<file path="config.mk">
export PLATFORM = sky130hd
export DESIGN_NAME = rtc_evtpin
export DESIGN_NICKNAME = d
export VERILOG_FILES = /design/src/rtl/rtc_evtpin_pkg.sv /design/src/rtl/rtc_evtpin_cfg.sv /design/src/rtl/rtc_evtpin_evsel.sv /design/src/rtl/rtc_evtpin_fsm.sv /design/src/rtl/rtc_evtpin_pad.sv /design/src/rtl/rtc_evtpin.sv
export SDC_FILE = /design/constraint.sdc
export NUM_CORES = 1
export LEC_CHECK = 0
export BUFFER_PORTS_ARGS = -buffer_cell sky130_fd_sc_hd__buf_2
export CAP_MARGIN = 25
export CORE_MARGIN = 2
export CORE_UTILIZATION = 32
export DETAILED_ROUTE_END_ITERATION = 10
export PLACE_DENSITY = 0.82
export SETUP_SLACK_MARGIN = 0.3
export SYNTH_ARGS = -nofsm -noshare
export SYNTH_HDL_FRONTEND = slang
export SYNTH_SLANG_ARGS = --single-unit
</file>
<file path="constraint.sdc">
create_clock -name clk -period 1.4 [get_ports clk]
set_input_delay 0.28 -clock clk [delete_from_list [all_inputs] [get_ports clk]]
set_output_delay 0.28 -clock clk [all_outputs]
set_load 0.03 [all_outputs]
</file>
<file path="src/rtl/rtc_evtpin_pkg.sv">
package rtc_evtpin_pkg;
    localparam int unsigned WORD_W  = 32;
    localparam int unsigned BIT_EN  = 16;
    localparam int unsigned BIT_SEL = 17;
    localparam int unsigned BIT_LVL = 18;
    localparam int unsigned BIT_POL = 19;
    localparam int unsigned BIT_FLG = 20;

    typedef enum logic [1:0] {
        ST_IDLE  = 2'd0,
        ST_PULSE = 2'd1,
        ST_HOLD  = 2'd2
    } wave_state_t;

    typedef struct packed {
        logic pol;
        logic lvl;
        logic sel;
        logic en;
    } pin_cfg_t;
endpackage

</file>
<file path="src/rtl/rtc_evtpin_cfg.sv">
module rtc_evtpin_cfg
    import rtc_evtpin_pkg::*;
#(
    parameter int unsigned DW = WORD_W
) (
    input  logic          clk,
    input  logic          rst_n,
    input  logic          we,
    input  logic [DW-1:0] wdata,
    input  logic          flag,
    output pin_cfg_t      cfg,
    output logic          en_clear,
    output logic [DW-1:0] rdata
);
    pin_cfg_t cfg_q;

    always_ff @(posedge clk or negedge rst_n) begin
        if (!rst_n) begin
            cfg_q <= '0;
        end else if (we) begin
            cfg_q.en  <= wdata[BIT_EN];
            cfg_q.sel <= wdata[BIT_SEL];
            cfg_q.lvl <= wdata[BIT_LVL];
            cfg_q.pol <= wdata[BIT_POL];
        end
    end

    always_comb begin
        rdata          = '0;
        rdata[BIT_EN]  = cfg_q.en;
        rdata[BIT_SEL] = cfg_q.sel;
        rdata[BIT_LVL] = cfg_q.lvl;
        rdata[BIT_POL] = cfg_q.pol;
        rdata[BIT_FLG] = flag;
    end

    assign cfg      = cfg_q;
    assign en_clear = we & ~wdata[BIT_EN];

    assert_write_loads_R1: assert property (@(posedge clk) disable iff (!rst_n)
        we |=> (rdata[BIT_POL:BIT_EN] == $past(wdata[BIT_POL:BIT_EN])));
endmodule

</file>
<file path="src/rtl/rtc_evtpin_evsel.sv">
module rtc_evtpin_evsel (
    input  logic en,
    input  logic sel,
    input  logic cmp_evt,
    input  logic sec_evt,
    output logic evt
);
    always_comb begin
        evt = 1'b0;
        if (en) begin
            evt = sel ? sec_evt : cmp_evt;
        end
    end
endmodule

</file>
<file path="src/rtl/rtc_evtpin_fsm.sv">
module rtc_evtpin_fsm
    import rtc_evtpin_pkg::*;
(
    input  logic clk,
    input  logic rst_n,
    input  logic en,
    input  logic clr,
    input  logic evt,
    input  logic lvl,
    input  logic rd,
    output logic active,
    output logic flag
);
    wave_state_t st_q, st_d;

    always_ff @(posedge clk or negedge rst_n) begin
        if (!rst_n) st_q <= ST_IDLE;
        else        st_q <= st_d;
    end

    always_comb begin
        st_d = st_q;
        if (!en || clr) begin
            st_d = ST_IDLE;
        end else begin
            unique case (st_q)
                ST_IDLE:  if (evt) st_d = lvl ? ST_HOLD : ST_PULSE;
                ST_PULSE: st_d = evt ? (lvl ? ST_HOLD : ST_PULSE) : ST_IDLE;
                ST_HOLD:  if (rd && !evt) st_d = ST_IDLE;
                default:  st_d = ST_IDLE;
            endcase
        end
    end

    always_comb begin
        unique case (st_q)
            ST_IDLE:  begin active = 1'b0; flag = 1'b0; end
            ST_PULSE: begin active = 1'b1; flag = 1'b0; end
            ST_HOLD:  begin active = 1'b1; flag = 1'b1; end
            default:  begin active = 1'b0; flag = 1'b0; end
        endcase
    end

    assert_pulse_ends_R5: assert property (@(posedge clk) disable iff (!rst_n)
        (active && !flag && !evt) |=> !active);
    assert_level_sets_R6: assert property (@(posedge clk) disable iff (!rst_n)
        (en && !clr && evt && lvl) |=> (flag && active));
    assert_flag_needs_level_R7: assert property (@(posedge clk) disable iff (!rst_n)
        (!flag && !(evt && lvl)) |=> !flag);
    assert_read_clears_R8: assert property (@(posedge clk) disable iff (!rst_n)
        (flag && rd && !evt) |=> (!flag && !active));
    assert_disabled_idle_R9: assert property (@(posedge clk) disable iff (!rst_n)
        !en |=> !active);
    assert_clear_drops_R10: assert property (@(posedge clk) disable iff (!rst_n)
        clr |=> (!active && !flag));
    assert_set_wins_R11: assert property (@(posedge clk) disable iff (!rst_n)
        (en && !clr && flag && rd && evt) |=> flag);
    assert_stretch_R12: assert property (@(posedge clk) disable iff (!rst_n)
        (en && !clr && evt && !lvl && active && !flag) |=> (active && !flag));
endmodule

</file>
<file path="src/rtl/rtc_evtpin_pad.sv">
module rtc_evtpin_pad (
    input  logic en,
    input  logic pol,
    input  logic active,
    output logic pin_out,
    output logic pin_oe
);
    assign pin_oe  = en;
    assign pin_out = (en & active) ^ pol;
endmodule

</file>
<file path="src/rtl/rtc_evtpin.sv">
module rtc_evtpin
    import rtc_evtpin_pkg::*;
(
    input  logic              clk,
    input  logic              rst_n,
    input  logic              reg_we,
    input  logic [WORD_W-1:0] reg_wdata,
    input  logic              reg_re,
    output logic [WORD_W-1:0] reg_rdata,
    input  logic              cmp_evt,
    input  logic              sec_evt,
    output logic              pin_out,
    output logic              pin_oe
);
    pin_cfg_t cfg;
    logic     en_clear;
    logic     evt;
    logic     active;
    logic     flag;

    rtc_evtpin_cfg #(.DW(WORD_W)) u_cfg (
        .clk(clk), .rst_n(rst_n), .we(reg_we), .wdata(reg_wdata),
        .flag(flag), .cfg(cfg), .en_clear(en_clear), .rdata(reg_rdata)
    );

    rtc_evtpin_evsel u_evsel (
        .en(cfg.en), .sel(cfg.sel), .cmp_evt(cmp_evt), .sec_evt(sec_evt), .evt(evt)
    );

    rtc_evtpin_fsm u_fsm (
        .clk(clk), .rst_n(rst_n), .en(cfg.en), .clr(en_clear), .evt(evt),
        .lvl(cfg.lvl), .rd(reg_re), .active(active), .flag(flag)
    );

    rtc_evtpin_pad u_pad (
        .en(cfg.en), .pol(cfg.pol), .active(active), .pin_out(pin_out), .pin_oe(pin_oe)
    );

    assert_oe_clear_R2: assert property (@(posedge clk) disable iff (!rst_n)
        (reg_we && !reg_wdata[BIT_EN]) |=> !pin_oe);
    assert_idle_level_R4: assert property (@(posedge clk) disable iff (!rst_n)
        !pin_oe |-> (pin_out == reg_rdata[BIT_POL]));
endmodule

</file>
# Word level (Yosys, flattened, before mapping)
# Cells that the tools add are included.
dict set report word_totals {
  reg_bits 6
  latch_bits 0
  ram_bits 0
  rom_bits 0
  inputBits 38
  output_inout_bits 34
  elab_cells 30
  n_memories 0
}
dict set report op_classes {
  n_addsub 0
  multipliers 0
  div 0
  order_cmp 0
  eq_ne 4
  shift 0
  n_mux 10
  bitwise 4
  reduce_logical 7
}
# cell count
set op_table {}
lappend op_table {{$mux 2} 5}
lappend op_table {{$ne 3x1->1 const B} 2}
lappend op_table {{$pmux 2 s3} 1}
lappend op_table {{$mux 1} 4}
lappend op_table {{$and 1x1->1} 2}
lappend op_table {{$eq 2x1->1 const B} 1}
lappend op_table {{$eq 2x2->1 const B} 1}
lappend op_table {{$logic_not 1->1} 2}
lappend op_table {{$logic_not 2->1} 1}
lappend op_table {{$reduce_and 2->1} 1}
lappend op_table {{$reduce_or 2->1} 1}
lappend op_table {{$logic_and 1x1->1} 1}
lappend op_table {{$logic_or 1x1->1} 1}
lappend op_table {{$not 1->1} 1}
lappend op_table {{$xor 1x1->1} 1}

# Depth between registers and ports, before layout
dict set report depth {
  depth_word 7
  depth_mapped 6
  ltp_nobuf 6
}

# Cells and area by module
# From an unflattened synthesis, not the netlist that was laid out.
dict set report hier_totals {
  hier_cells 65
  hier_area_um2 605.6
}
# mod n_inst cells_per_inst area_per_inst_um2 seq_area_each_um2
set by_module_without_submodules {}
lappend by_module_without_submodules {rtc_evtpin_cfg 1 42 395.4 100.1}
lappend by_module_without_submodules {rtc_evtpin_fsm 1 18 173.9 50.0}
lappend by_module_without_submodules {rtc_evtpin_pad 1 3 20.0 0.0}
lappend by_module_without_submodules {rtc_evtpin_evsel 1 2 16.3 0.0}

# Least setup slack after synthesis
# OpenSTA, ideal clock, no wires.
dict set report synth_path {
  path_type {reg2out}
  from {reg u_fsm.st_q[0]}
  to {out pin_out}
  t_arrival_ps 1253
  required_ps 1120
  slack_ps -133
  path_stages_with_launch 5
  path_buffers 0
  cell_sequence {dfrtp_1 > inv_1 > ha_1 > nand2_1 > xnor2_1}
}
dict set report synth_via {
  elab_chain_cells 5
  elab_cells_between_ends 6
  classes_between {2 x eq/ne; 1 x mux; 2 x bitwise; 1 x reduce/logical}
}
# item line_no
set synth_rtl {}
lappend synth_rtl {{start, declared} rtc_evtpin_fsm.sv:14} ;# wave_state_t st_q, st_d;
lappend synth_rtl {{start signal, assigned} rtc_evtpin_fsm.sv:18} ;# else st_q <= st_d;
lappend synth_rtl {{$eq 2x1->1 or $eq 2x2->1 (tied branches)} rtc_evtpin_fsm.sv:36} ;# unique case (st_q)
lappend synth_rtl {{$reduce_or 2->1 (no source line) (*)} n/a}
lappend synth_rtl {{$mux 1 (*)} rtc_evtpin_fsm.sv:36}
lappend synth_rtl {{$and 1x1->1 (*)} rtc_evtpin_pad.sv:9} ;# assign pin_out = (en & active) ^ pol;
lappend synth_rtl {{$xor 1x1->1 (*)} rtc_evtpin_pad.sv:9}
lappend synth_rtl {{end, declared} rtc_evtpin.sv:12} ;# output logic pin_out,
# Every way passes the cells marked *; elsewhere a longest branch is shown, timed or not.

# Worst setup path after layout
dict set report layout_path {
  from {reg u_fsm.st_q[1]}
  to {out pin_out}
}
# The elaborated chain is that of the path after synthesis.

==> qor.csv <==
metric,value,unit
status,"complete, but fails checks",
failing checks,setup timing,
first-pass GRT wire length,1720,um
"EDFF count, synth",0,
crit-path max cell delay,0.38,ns
Synth Area in Simple Gates,3.23,%
Cell variety after synth,17,
clock-pin slew on the worst setup and hold paths,0.05,ns
dpl hpwl,822,um
H-tree levels,1,
hold path cells,2,
die width,46.6,um
gr usage total,11.6,%
reg2reg end,u_fsm.st_q[0],
full die area,2180,um2
Pleak,0.398,nW
HP Start,reg_wdata[19],
setup violators final,2,
drt drc,0,
layout cells sized above 1,50.5,%
RSZ-0062 raised after global routing,true,
PortBufs,16,
"Cell Chain, Critical Path","inv_2, ha_4, nand2_4, xnor2_4, buf_6",
cell count of the worst reg-to-reg path,7,
# rows,15,
fin nets,133,
CTS Root Buffer Type,clkbuf_4,
vias in the first global route,422,
worst-path fanout max,2,
cts bufs inserted,3,
Post-synth top flop,dfrtp_1,
final hold slack,0.241,ns
Initial DRT Pass Iterations,2,
DRT iter0 DRCs,1,
grt total ovfl,0,
clk buf depth,2,
"Avg Cell Area, Syn",8.56,um2
"Endpoint, Worst Hold",u_cfg.cfg[3],
WP data required,1.12,ns
final setup margin,-0.182,ns
ANT cells,0,
Area Overhead vs Synth,37.8,%
final period demand of the worst path,1.58,ns
Peak Freq,632,MHz
Finished Layout Cells,116,
"Slew Viols, Final",0,
Die H,46.6,um
Placed Instances,105,
fraction of registers with async set/reset,100,%
startpoint types,register,
Worst VDD drop,0.000399,V
post-synthesis mux area share,5.59,%
register area share after synthesis,25.8,%
Max Cap Viol,0,
largest net degree at the start of global routing,8,
initial antenna violation count,0,
fin crit share,113,%
post-route setup TNS,-0.293,ns
Final ANT Viol Nets,0,
routability cong.,0.729,
DR WL/cell,10.3,um
largest family of logic cells by synthesized area,buffers and inverters,
Pwr per Cell Area,868,nW/um2
TritonCTS clock tree,built,
Critical Path AT,1.30,ns
top cell type's share of synthesized area,41.3,%
total wire length,1200,um
crit path capture type,output pin,
number of synthesized register bits,6,
number of I/O pins,72,
Ys Warns,0,
Crit Path Class,register to output pin,
Post-Syn Instances,68,
worst hold path class,input port to register,
final setup skew,0.00597,ns
Vias/cell,3.72,
clock insertion delay at the later pin of the skew report,0.25,ns
slowest CP cell,dfrtp_1,
pre-CTS setup slack,-0.0108,ns
Starting Density,33.7,%
xor/xnor share of the synthesized area,1.51,%
R2R Setup Slk,0.03,ns
post-synth top area cell,buf_4,
compound-gate portion of the synthesized area,11.6,%
design area,802,um2
placed cell areas,588,um2
largest cells by area after synthesis,"buf_4, dfrtp_1, ha_1",
Mapped Area,582,um2
Final Hold Viols,0,
Clock Sinks,6,
Worst R2R Start,u_fsm.st_q[1],
via count,431,
Adder-Cell Fraction of Synth Area,6.45,%
Core Region,1730,um2
## critical path: cells and delay by family, from the launching register on
family | cells | cell delay [ns]
DFF | 1 | 0.38
adders and majority gates | 1 | 0.27
buffers and inverters | 2 | 0.21
xor gates and xnor gates | 1 | 0.13
and+or+nand+nor | 1 | 0.06
## cell usage after synthesis, types with 2 or more instances
cell type   n
o21ai_0     2
o21ai_1     3
nand2_1     4
dfrtp_1     6
inv_1       5
a21oi_1     2
buf_4      32
mux2_1      2
o2111ai_1   2
ha_1        3
## cell families (layout without fill, tap and decap cells)
group                    Yosys count  in the layout
buffers and inverters             38             35
AO/OA/AOI/OAI                     11             11
flip-flops                         6              6
AND/OR/NAND/NOR                    5              5
adder cells (fa/ha/maj)            3              3
multiplexers                       3              3
other                              1             27
XOR/XNOR                           1              1
## metrics by stage
step	power, W	util (%)
after floorplan	0.000462	-
after global placement	0.000431	34.1
after detailed placement	0.000436	34.1
after CTS	0.000676	43.4
after global routing	0.000729	46.4
final	0.000696	46.4
## area by class of cell
cell class | count | area, um2
multi-input cells | 50 | 362
flip-flops and latches | 6 | 153
repair buffers | 25 | 201
well taps | 25 | 31.3
inverters | 6 | 28.8
clock buffers | 4 | 26.3
fillers | 172 | 925
## layer usage
| layer | wire (um) | up-vias | global-route usage (%) | part of all wire (%) |
|---|---|---|---|---|
| met5 | 0 | - | 0 | 0 |
| met4 | 17 | 0 | 10.6 | 1.4 |
| met3 | 77 | 2 | 2.75 | 6.4 |
| met2 | 703 | 21 | 20.8 | 59 |
| met1 | 401 | 201 | 10.6 | 33 |
| li1 | - | 207 | - | - |
## repair_timing
item | in CTS | in global routing
endpoints found under the hold margin | 6 | 0
endpoints found under the setup margin | 8 | 8
hold buffers | 1 | 0
pin swaps | 8 | 3
buffers inserted | 5 | 1
resized for setup | 26 | 10
## state kept, by name, indices dropped and copies added, names as in the netlist
register    count
u_cfg.cfg       4
u_fsm.st_q      2
## worst max path at each step
| stage | start | to | slack [ns] |
|---|---|---|---|
| 5_1_grt | u_fsm.st_q[1] | pin_out | -0.22 |
| 4_1_cts | u_fsm.st_q[1] | pin_out | -0.16 |
| 3_5_place_dp | u_fsm.st_q[1] | pin_out | -0.01 |
| 2_1_floorplan | u_fsm.st_q[1] | pin_out | 0.09 |
| 3_3_place_gp | u_fsm.st_q[1] | pin_out | 0.02 |
| 6_report | u_fsm.st_q[1] | pin_out | -0.18 |
## report_power, final
part | switching [W] | total [W] | internal (W)
clock network | 0.0000691 | 0.000177 | 0.000108
registers | 0.0000180 | 0.000206 | 0.000188
logic | 0.000205 | 0.000312 | 0.000107
total | 0.000292 | 0.000696 | 0.000404
## cells in the final DEF, fill, tap and decap left out
| cell type | instances |
|---|---|
| buf_2 | 9 |
| inv_2 | 2 |
| clkbuf_1 | 1 |
| o2111ai_1 | 1 |
| clkinvlp_4 | 1 |
| dfrtp_1 | 4 |
| conb_1 | 27 |
| o21a_2 | 1 |
| o21ai_2 | 1 |
| o2111ai_2 | 1 |
| buf_6 | 9 |
| dlygate4sd3_1 | 1 |
| inv_1 | 2 |
| ha_4 | 2 |
| buf_4 | 6 |
| clkbuf_4 | 3 |
| o21ai_0 | 2 |
| dfrtp_2 | 2 |
| inv_4 | 1 |
| o22ai_4 | 1 |
| nor2_2 | 1 |
| xnor2_4 | 1 |
| ha_2 | 1 |
| a21oi_2 | 1 |
| a21oi_1 | 1 |
| o21ai_1 | 2 |
| mux2i_2 | 1 |
| nand2_1 | 2 |
| mux2_1 | 2 |
| nand2_4 | 2 |
Note: power is estimated with default switching activity, not from simulation.
